## src/rtl/fp_wb_slot_sched.sv

```systemverilog
module fp_wb_slot_sched #(
  parameter int DEPTH   = 25,
  parameter int ADD_LAT = 3,
  parameter int MUL_LAT = 7,
  parameter int DIV_LAT = 25,
  parameter int MOV_LAT = 1
) (
  input  logic       clk,
  input  logic       rst_n,
  input  logic       id_valid,
  input  logic [1:0] id_op,
  output logic       id_issue,
  output logic       id_stall,
  output logic       wb_busy,
  output logic       div_busy
);
  localparam int LW = $clog2(DEPTH + 1);
  localparam int CW = $clog2(DIV_LAT + 1);

  logic [DEPTH-1:0] slots;
  logic [DEPTH-1:0] ahead;
  logic [DEPTH-1:0] want;
  logic [LW-1:0]    lat;
  logic [CW-1:0]    div_left;
  logic             is_div, slot_hit, div_block;

  always_comb begin
    case (id_op)
      2'b00:   lat = LW'(ADD_LAT);
      2'b01:   lat = LW'(MUL_LAT);
      2'b10:   lat = LW'(DIV_LAT);
      default: lat = LW'(MOV_LAT);
    endcase
  end

  // next-cycle view: bit i is the port use i+1 cycles from now
  assign ahead     = slots >> 1;
  assign want      = DEPTH'(1) << (lat - LW'(1));
  assign slot_hit  = |(ahead & want);
  assign is_div    = (id_op == 2'b10);
  assign div_busy  = (div_left != '0);
  assign div_block = is_div && div_busy;
  assign id_stall  = id_valid && (slot_hit || div_block);
  assign id_issue  = id_valid && !id_stall;
  assign wb_busy   = slots[0];

  always_ff @(posedge clk or negedge rst_n) begin
    if (!rst_n) begin
      slots    <= '0;
      div_left <= '0;
    end else begin
      slots <= ahead | (id_issue ? want : '0);
      if (id_issue && is_div) div_left <= CW'(DIV_LAT - 1);
      else if (div_busy)      div_left <= div_left - CW'(1);
    end
  end
endmodule


```

## config.mk

```make
export PLATFORM = sky130hd
export DESIGN_NAME = fp_wb_slot_sched
export DESIGN_NICKNAME = d
export VERILOG_FILES = /design/src/rtl/fp_wb_slot_sched.sv
export SDC_FILE = /design/constraint.sdc
export NUM_CORES = 1
export LEC_CHECK = 0
export ABC_AREA = 0
export CORE_ASPECT_RATIO = 1.1
export CORE_MARGIN = 2
export CORE_UTILIZATION = 50
export CTS_BUF_LIST = sky130_fd_sc_hd__clkbuf_4
export CTS_CLUSTER_DIAMETER = 60
export DETAILED_ROUTE_END_ITERATION = 7
export GPL_ROUTABILITY_DRIVEN = 0
export PLACE_DENSITY = 0.71
export SYNTH_ARGS = -nofsm -noshare
export SYNTH_HDL_FRONTEND = slang
export SYNTH_SLANG_ARGS = --single-unit
export TNS_END_PERCENT = 10
```

## constraint.sdc

```tcl
create_clock -name clk -period 1.6 [get_ports clk]
set_clock_uncertainty 0.2 [all_clocks]
set_input_delay 0.24 -clock clk [delete_from_list [all_inputs] [get_ports clk]]
set_output_delay 0.24 -clock clk [all_outputs]
set_load 0.02 [all_outputs]
```

Word-level counts from Yosys, hierarchy flattened

Index checks and enable logic that the tools add are counted.

Register bits after elaboration: 30
Input bits: 5
Output and inout bits: 4
Word-level logic and storage cells: 23

Add/sub/neg operators: 2
Eq/ne operators: 2
Shift-type cells: 1
Multiplexer cells: 4
Bitwise logic cells: 2
Reductions and logical operators: 10

Operators with widths:

| operator               | number |
|---|---|
| $and A24 B25 Y25       | 1 |
| $mux W25               | 1 |
| $or A24 B25 Y25        | 1 |
| $reduce_or A25 Y1      | 1 |
| $shl A1 B5 Y25 const A | 1 |
| $pmux W5 S3            | 1 |
| $mux W5                | 2 |
| $sub A5 B1 Y5 const B  | 2 |
| $reduce_bool A5 Y1     | 1 |
| $logic_and A1 B1 Y1    | 4 |
| $eq A2 B1 Y1 const B   | 1 |
| $eq A2 B2 Y1 const B   | 1 |
| $logic_not A2 Y1       | 1 |
| $reduce_bool A2 Y1     | 1 |
| $logic_not A1 Y1       | 1 |
| $logic_or A1 B1 Y1     | 1 |

Logic depth before layout (Yosys ltp)

Gate-level depths: netlist (run 1).

Depth in word-level cells: 12
Gate-level depth with buffers: 6
Mapped depth without buffers: 6

Worst setup path after synthesis (run 1)

OpenSTA, ideal clock, no wires.

Path type: register -> output
From: reg div_left[0]
To: out id_issue
Arrival time: 1.506 ns
Data required time: 1.160 ns
Slack: -0.346 ns
Cell stages (with the launch flop): 7
Buffers on the path: 0
Path through: dfrtp_1 -> inv_1 -> ha_1 -> nor4b_4 -> inv_2 -> o211ai_2 -> and3_1

Longest elaborated chain between the ends: 6

RTL lines:

| element                  | line | RTL |
|---|---|---|
| start: declaration       | 24   | `logic [CW-1:0] div_left;` |
| start signal: assignment | 53   | `if (id_issue && is_div) div_left <= CW'(DIV_LAT - 1);` |
| start signal: assignment | 54   | `else if (div_busy) div_left <= div_left - CW'(1);` |
| $reduce_bool A5 Y1       | 41   | `assign div_busy = (div_left != '0);` |
| net div_busy             | 15   | `output logic div_busy` |
| $logic_and A1 B1 Y1      | 42   | `assign div_block = is_div && div_busy;` |
| $logic_or A1 B1 Y1       | 43   | `assign id_stall = id_valid && (slot_hit \|\| div_block);` |
| $logic_and A1 B1 Y1      | 43   |  |
| $logic_not A1 Y1         | 44   | `assign id_issue = id_valid && !id_stall;` |
| $logic_and A1 B1 Y1      | 44   |  |
| end: declaration         | 12   | `output logic id_issue,` |

The timed path passes the listed nets, and every way through them passes these cells.

Worst setup path in the final report (run 1)

From: reg div_left[0]
To: out id_issue

Longest elaborated chain between the ends: 6

RTL lines:

| element             | line |
|---|---|
| $reduce_bool A5 Y1  | 41 |
| $logic_and A1 B1 Y1 | 42 |
| $logic_or A1 B1 Y1  | 43 |
| $logic_and A1 B1 Y1 | 43 |
| $logic_not A1 Y1    | 44 |
| $logic_and A1 B1 Y1 | 44 |

No other way between the ends.

==> results of run 1 <==
-- state kept, by name, summed over array words and instances, names as in the netlist --
name,cells
div_left,5
slots,25
-- power groups by stage --
stage	sequential (mW)	clock, mW	combinational, mW
after floorplan	0.942	0	0.219
final	0.918	0.411	0.485
after global routing	0.929	0.475	0.540
after CTS	0.918	0.432	0.484
after detailed placement	0.934	0	0.463
after global placement	0.928	0	0.447
-- critical path, delay by kind of cell (launching register included) --
family,cells,cell delay [ns]
simple gates,2,0.44
flops,1,0.38
buf+inv,3,0.24
fa+ha+maj,1,0.18
compound gates,1,0.15
-- layout make-up --
type	instances	area, µm²
fillers	143	569.3
clock inverters	2	8.758
flip-flops and latches	30	750.7
well taps	27	33.78
repair buffers	23	185.2
inverters	5	18.77
multi-input cells	25	210.2
clock buffers	6	45.04
-- synthesized netlist by cell type --
master	number
sky130_fd_sc_hd__dfrtp_1	30
sky130_fd_sc_hd__clkbuf_1	9
sky130_fd_sc_hd__inv_1	4
sky130_fd_sc_hd__a31o_2	3
sky130_fd_sc_hd__nand2_1	3
sky130_fd_sc_hd__nand3_1	2
sky130_fd_sc_hd__o21ai_0	2
sky130_fd_sc_hd__a211o_1	1
sky130_fd_sc_hd__a21boi_1	1
sky130_fd_sc_hd__a21o_1	1
sky130_fd_sc_hd__and3_1	1
sky130_fd_sc_hd__ha_1	1
sky130_fd_sc_hd__inv_2	1
sky130_fd_sc_hd__mux2_1	1
sky130_fd_sc_hd__mux2i_1	1
sky130_fd_sc_hd__nand2b_1	1
sky130_fd_sc_hd__nand3b_1	1
sky130_fd_sc_hd__nor2_1	1
sky130_fd_sc_hd__nor2_2	1
sky130_fd_sc_hd__nor3_1	1
sky130_fd_sc_hd__nor4b_4	1
sky130_fd_sc_hd__o211ai_2	1
sky130_fd_sc_hd__or3_1	1
-- worst min path at each step --
stage / start / to / cells past startpoint
final: rst_n / slots[14] / 2
after global routing: rst_n / slots[19] / 2
after CTS: rst_n / slots[12] / 2
after detailed placement: slots[6] / slots[5] / 0
after global placement: slots[4] / slots[3] / 0
after floorplan: rst_n / div_left[0] / 0
-- routing by layer --
metal  up-vias  wire (µm)  global-route usage (%)  part of all wire (%)
li1        262          -                       -                     -
met1       263        690                   20.44                    49
met2        13        588                   21.30                    42
met3         5         92                   10.60                   6.6
met4         0         29                   8.571                   2.1
met5         -          0                       0                     0
-- cells by family (layout without fill, tap and decap cells) --
logic type,Yosys count,in the layout
mux,2,2
buf+inv,14,36
simple gates,13,13
fa+ha+maj,1,1
flops,30,30
compound gates,9,9
-- per-stage QoR --
step                      hold slack [ns]  setup TNS [ns]  cell area (µm²)  utilization [%]  setup WS [ns]
after global placement             0.1334          -1.768             1189            65.25        -0.7195
after global routing              0.08980          -1.898             1252            68.75        -0.6724
after detailed placement           0.1357          -1.835             1189            65.25        -0.7431
after floorplan                   -0.2556         -0.5262             1003                -        -0.2954
final                             0.08467          -1.467             1252            68.75        -0.5516
after CTS                         0.08340          -1.507             1250            68.61        -0.5704
-- what timing repair did --
action                                  in CTS  in global routing
endpoints found under the setup margin       7                  6
gates resized for setup                     17                  1
endpoints found under the hold margin        0                  0
setup buffers                                1                  0
cloned                                       0                  0
pin swaps                                    1                  1
-- cell usage in the layout, fill, tap and decap left out, types with 2 or more instances in the layout --
cell type	count
sky130_fd_sc_hd__a31o_2	3
sky130_fd_sc_hd__buf_4	16
sky130_fd_sc_hd__clkbuf_4	6
sky130_fd_sc_hd__inv_1	4
sky130_fd_sc_hd__nand2_1	3
sky130_fd_sc_hd__nand3_1	2
sky130_fd_sc_hd__dfrtp_1	30
sky130_fd_sc_hd__clkdlybuf4s50_1	4
sky130_fd_sc_hd__o21ai_0	2
==> impl_metrics.json, run 1 <==
{
  "synth_simple_gate_area_share_pct": 8.668,
  "synth_fa_ha_area_share_pct": 1.256,
  "max_slew.worst_pin.slew_ns": 0.3484,
  "static-leakage-power_nw": 0.6539,
  "grt_max_degree": 31,
  "dr.pass1.iters": 3,
  "total_power_mw": 1.814,
  "rsz0062_at_grt": "yes",
  "postLayoutSetupSlackWorst_ns": -0.5516,
  "synth_top_cell_area_share_pct": 75.38,
  "worst_r2r_dst": "div_left[3]",
  "cts_tree": "built",
  "dp_hpwl_um": 913.2,
  "critical_path.endpoint_type": "primary output",
  "core_area_um2": 1822,
  "fp.dieH_um": 50.81,
  "max-vdd-ir-drop_mv": 1.081,
  "overflow_left_after_global_routing": 0,
  "cts_sinks": 30,
  "p_int_mw": 1.311,
  "antenna_cells": 0,
  "comb_power_share_pct": 26.7,
  "worstSetupPathType": "reg2out",
  "critical_path_arrival_ns": 1.71,
  "p_switching_mw": 0.5030,
  "worstSetupEndpoint": "id_issue",
  "timing.final.max_slew_violations": 0,
  "dp_cells": 109,
  "main_combinational_cell_family_by_area_after_synthesis": "simple AND/OR/NAND/NOR gates",
  "status": "complete, but fails checks",
  "rows": 16,
  "final_std_cells_w_o_fill": 118,
  "min_period_over_period_pct": 134.5,
  "synth_top_cells_by_area": "sky130_fd_sc_hd__dfrtp_1, sky130_fd_sc_hd__clkbuf_1, sky130_fd_sc_hd__a31o_2",
  "grt_pass1_wl_um": 2504,
  "sequentialPowerShare_pct": 50.6,
  "start_util_pct": 54.67,
  "cp_cell_sequence": "inv_1, ha_2, nor4b_4, inv_2, o211ai_2, and3_4, buf_6",
  "failed_checks": "setup timing",
  "timing.max_slew.rel_slack_pct": 76.78,
  "number_of_buffers_between_clock_root_and_the_deepest_sink": 2,
  "worst-path-max-fanout": 2,
  "clk_pin_slew_ns": 0.08,
  "synth.net_count": 75,
  "portBuffers": 8,
  "final_hold_viol_count": 0,
  "postSynthAreaPerCell_um2": 14.43,
  "hold_path_class": "in2async",
  "worst_path_largest_cell_delay_ns": 0.38,
  "synth_top_area_cell": "sky130_fd_sc_hd__dfrtp_1",
  "clkLatencyLatePin_ns": 0.32,
  "setup.reg_to_reg.worst_slack_ns": -0.04,
  "powerDensity_nw_per_um2": 1448,
  "routed_wl_um": 1400,
  "synth_cell_types": 23,
  "layout_min_cycle_time_ns": 2.152,
  "wl_per_cell_um": 11.86,
  "max_freq_ghz": 0.4648,
  "detail_route.vias_per_cell": 4.602,
  "combined_area_of_all_synthesized_cells_um2": 996.0,
  "number_of_global_route_vias_before_repair": 580,
  "grt.total_usage_pct": 16.33,
  "htreeDepth": 2,
  "syn_inst_count": 69,
  "yosysSeqAreaShare_pct": 75.38,
  "drtAntennaViolNets": 0,
  "route.detailed.drc": 0,
  "postCtsHoldBufs": 0,
  "worst_setup_path_startpoint": "div_left[0]",
  "nNetsFinal": 96,
  "drive_above_1_share_pct": 38.46,
  "ios": 9,
  "post_synth_xor_area_fraction_pct": 0,
  "p_sw_share_pct": 27.73,
  "rr_startpoint": "div_left[0]",
  "flow.area_growth_from_synthesis_pct": 25.75,
  "route.vias.total": 543,
  "worstRegToRegCells": 6,
  "setup_viol": 4,
  "cts_made_buffers": 5,
  "critPathRequiredTime_ns": 1.16,
  "clkPwrFrac_pct": 22.7,
  "critical-path-slowest-cell": "sky130_fd_sc_hd__dfrtp_1",
  "yosys_register_bits": 30,
  "clock_tree_root_driver_cell": "sky130_fd_sc_hd__clkbuf_4",
  "yosys-mux-area-fraction_pct": 2.136,
  "synth.yosys.warnings": 0,
  "cp-start-kind": "register",
  "drt_iter0_markers": 3,
  "floorplan.die.width_um": 46.56,
  "die_area_um2": 2365,
  "timing.max_cap.violations": 0,
  "antenna_found_initial": 0,
  "synth_compound_gate_area_share_pct": 7.286
}
(Power assumes the default switching activity.)
==> inputs of run 2 (changes only) <==
==> constraint.sdc (replaced) <==
create_clock -name clk -period 1.6 [get_ports clk]
set_clock_uncertainty 0.2 [all_clocks]
set_input_delay 0.24 -clock clk [delete_from_list [all_inputs] [get_ports clk]]
set_output_delay 0.24 -clock clk [all_outputs]
set_load 0.05 [all_outputs]
==> impl_metrics.json, run 2 (synthesized netlist as in run 1, its figures left out) <==
{
  "portBuffers": 8,
  "failed_checks": "setup timing",
  "min_period_over_period_pct": 142.4,
  "sequentialPowerShare_pct": 47.4,
  "number_of_global_route_vias_before_repair": 545,
  "grt.total_usage_pct": 14.90,
  "ios": 9,
  "top_regs": "slots x25, div_left x5",
  "max_slew.worst_pin.slew_ns": 0.3544,
  "setup_viol": 7,
  "wl_per_cell_um": 13.24,
  "worstRegToRegCells": 6,
  "static-leakage-power_nw": 0.6674,
  "cts_sinks": 30,
  "rows": 16,
  "clkPwrFrac_pct": 21.1,
  "p_switching_mw": 0.5740,
  "antenna_found_initial": 0,
  "comb_power_share_pct": 31.5,
  "drive_above_1_share_pct": 40.22,
  "worst-path-max-fanout": 2,
  "critical_path.endpoint_type": "primary output",
  "start_util_pct": 54.67,
  "mostFrequentLayoutCell": "sky130_fd_sc_hd__dfrtp_1",
  "postLayoutSetupSlackWorst_ns": -0.6789,
  "cts_tree": "built",
  "die_area_um2": 2365,
  "cp-start-kind": "register",
  "postCtsHoldBufs": 0,
  "p_int_mw": 1.371,
  "floorplan.die.width_um": 46.56,
  "grt_pass1_wl_um": 2346,
  "worstSetupPathType": "reg2out",
  "max-vdd-ir-drop_mv": 0.8461,
  "nNetsFinal": 97,
  "htreeDepth": 2,
  "core_area_um2": 1822,
  "fp.dieH_um": 50.81,
  "hold_path_class": "in2async",
  "layout_common_cells": "sky130_fd_sc_hd__dfrtp_1, sky130_fd_sc_hd__buf_4, sky130_fd_sc_hd__clkbuf_4",
  "largest_reg_flops": 25,
  "worst_r2r_dst": "div_left[3]",
  "route.vias.total": 555,
  "layout_min_cycle_time_ns": 2.279,
  "p_sw_share_pct": 29.51,
  "timing.max_cap.violations": 0,
  "drt_iter0_markers": 2,
  "flow.area_growth_from_synthesis_pct": 30.90,
  "largest_register": "slots",
  "setup.reg_to_reg.worst_slack_ns": -0.11,
  "fillCellCount": 124,
  "critPathRequiredTime_ns": 1.16,
  "rr_startpoint": "div_left[0]",
  "cts_made_buffers": 5,
  "clk_pin_slew_ns": 0.09,
  "max_freq_ghz": 0.4388,
  "antenna_cells": 0,
  "clkLatencyLatePin_ns": 0.31,
  "overflow_left_after_global_routing": 0,
  "hold_slack_ns": 0.09556,
  "grt_max_degree": 31,
  "status": "complete, but fails checks",
  "drtAntennaViolNets": 0,
  "timing.max_slew.rel_slack_pct": 76.37,
  "route.detailed.drc": 0,
  "routed_wl_um": 1576,
  "preCtsSetupSlack_ns": -0.3278,
  "dr.pass1.iters": 4,
  "timing.final.max_slew_violations": 0,
  "detail_route.vias_per_cell": 4.664,
  "critical_path_arrival_ns": 1.84,
  "number_of_buffers_between_clock_root_and_the_deepest_sink": 2,
  "powerDensity_nw_per_um2": 1492,
  "dp_hpwl_um": 880.6,
  "clock_tree_root_driver_cell": "sky130_fd_sc_hd__clkbuf_4",
  "final_hold_viol_count": 0,
  "rsz0062_at_grt": "yes"
}
[run 2: changes by cell type in the layout (fill, tap and decap cells not counted), sizes merged]
cell and change:
buf +2, dlygate4sd2 -1
[run 2: through the flow]
step	TNS, ns	cells	utilization (%)	instance area, µm²	power [mW]
CTS	-1.790	115	69.09	1259	1.875
floorplan	-0.8906	69	-	1007	1.201
detailed placement	-0.7777	107	65.45	1192	1.445
global route	-2.807	119	71.57	1304	2.068
finish	-2.215	119	71.57	1304	1.945
global placement	-0.6824	107	65.45	1192	1.422
[run 2: layer usage]
| layer | track usage, % | wire length [µm] | vias up |
|---|---|---|---|
| met5 | 0 | 0 | - |
| met1 | 20.54 | 705 | 275 |
| li1 | - | - | 264 |
| met4 | 8.571 | 12 | 0 |
| met3 | 7.420 | 83 | 2 |
| met2 | 18.75 | 775 | 14 |
[run 2: how the worst max path moves through the flow]
stage | from | to | slack, ns | cells after the start
after floorplan | div_left[0] | id_issue | -0.45 | 6
after global placement | id_op[0] | id_issue | -0.30 | 5
after detailed placement | id_op[0] | id_issue | -0.33 | 5
after CTS | div_left[0] | id_issue | -0.66 | 7
after global routing | div_left[1] | id_issue | -0.77 | 7
final | div_left[0] | id_issue | -0.68 | 7
[run 2: cell type report]
class | count | area, µm² | area share, %
clock buffer | 6 | 45.04 | 3.455
inverter | 5 | 21.27 | 1.631
tap | 27 | 33.78 | 2.591
sequential | 30 | 750.7 | 57.58
timing repair buffer | 24 | 226.5 | 17.37
multi-input combinational | 25 | 217.7 | 16.70
clock inverter | 2 | 8.758 | 0.6718
[run 2: critical path, cell delays in order (launching register included)]
cell and delay (ns):
sky130_fd_sc_hd__dfrtp_1 0.39, sky130_fd_sc_hd__inv_1 0.06, sky130_fd_sc_hd__ha_2 0.17, sky130_fd_sc_hd__nor4b_4 0.27, sky130_fd_sc_hd__inv_4 0.07, sky130_fd_sc_hd__o211ai_4 0.20
sky130_fd_sc_hd__and3_4 0.22, sky130_fd_sc_hd__buf_12 0.13
[run 2: timing repair]
item                                    in CTS  in global routing
pin swaps                                    1                  4
gates resized for setup                      3                  3
cloned                                       0                  0
hold endpoints to repair                     0                  0
setup buffers                                0                  4
endpoints found under the setup margin       6                  8
[run 2: power by group through the flow]
stage               sequential, mW  clock (mW)  combinational, mW
detailed placement           0.937           0              0.508
global placement             0.930           0              0.492
global route                 0.931       0.470              0.667
floorplan                    0.949           0              0.253
CTS                          0.923       0.428              0.524
finish                       0.921       0.411              0.613
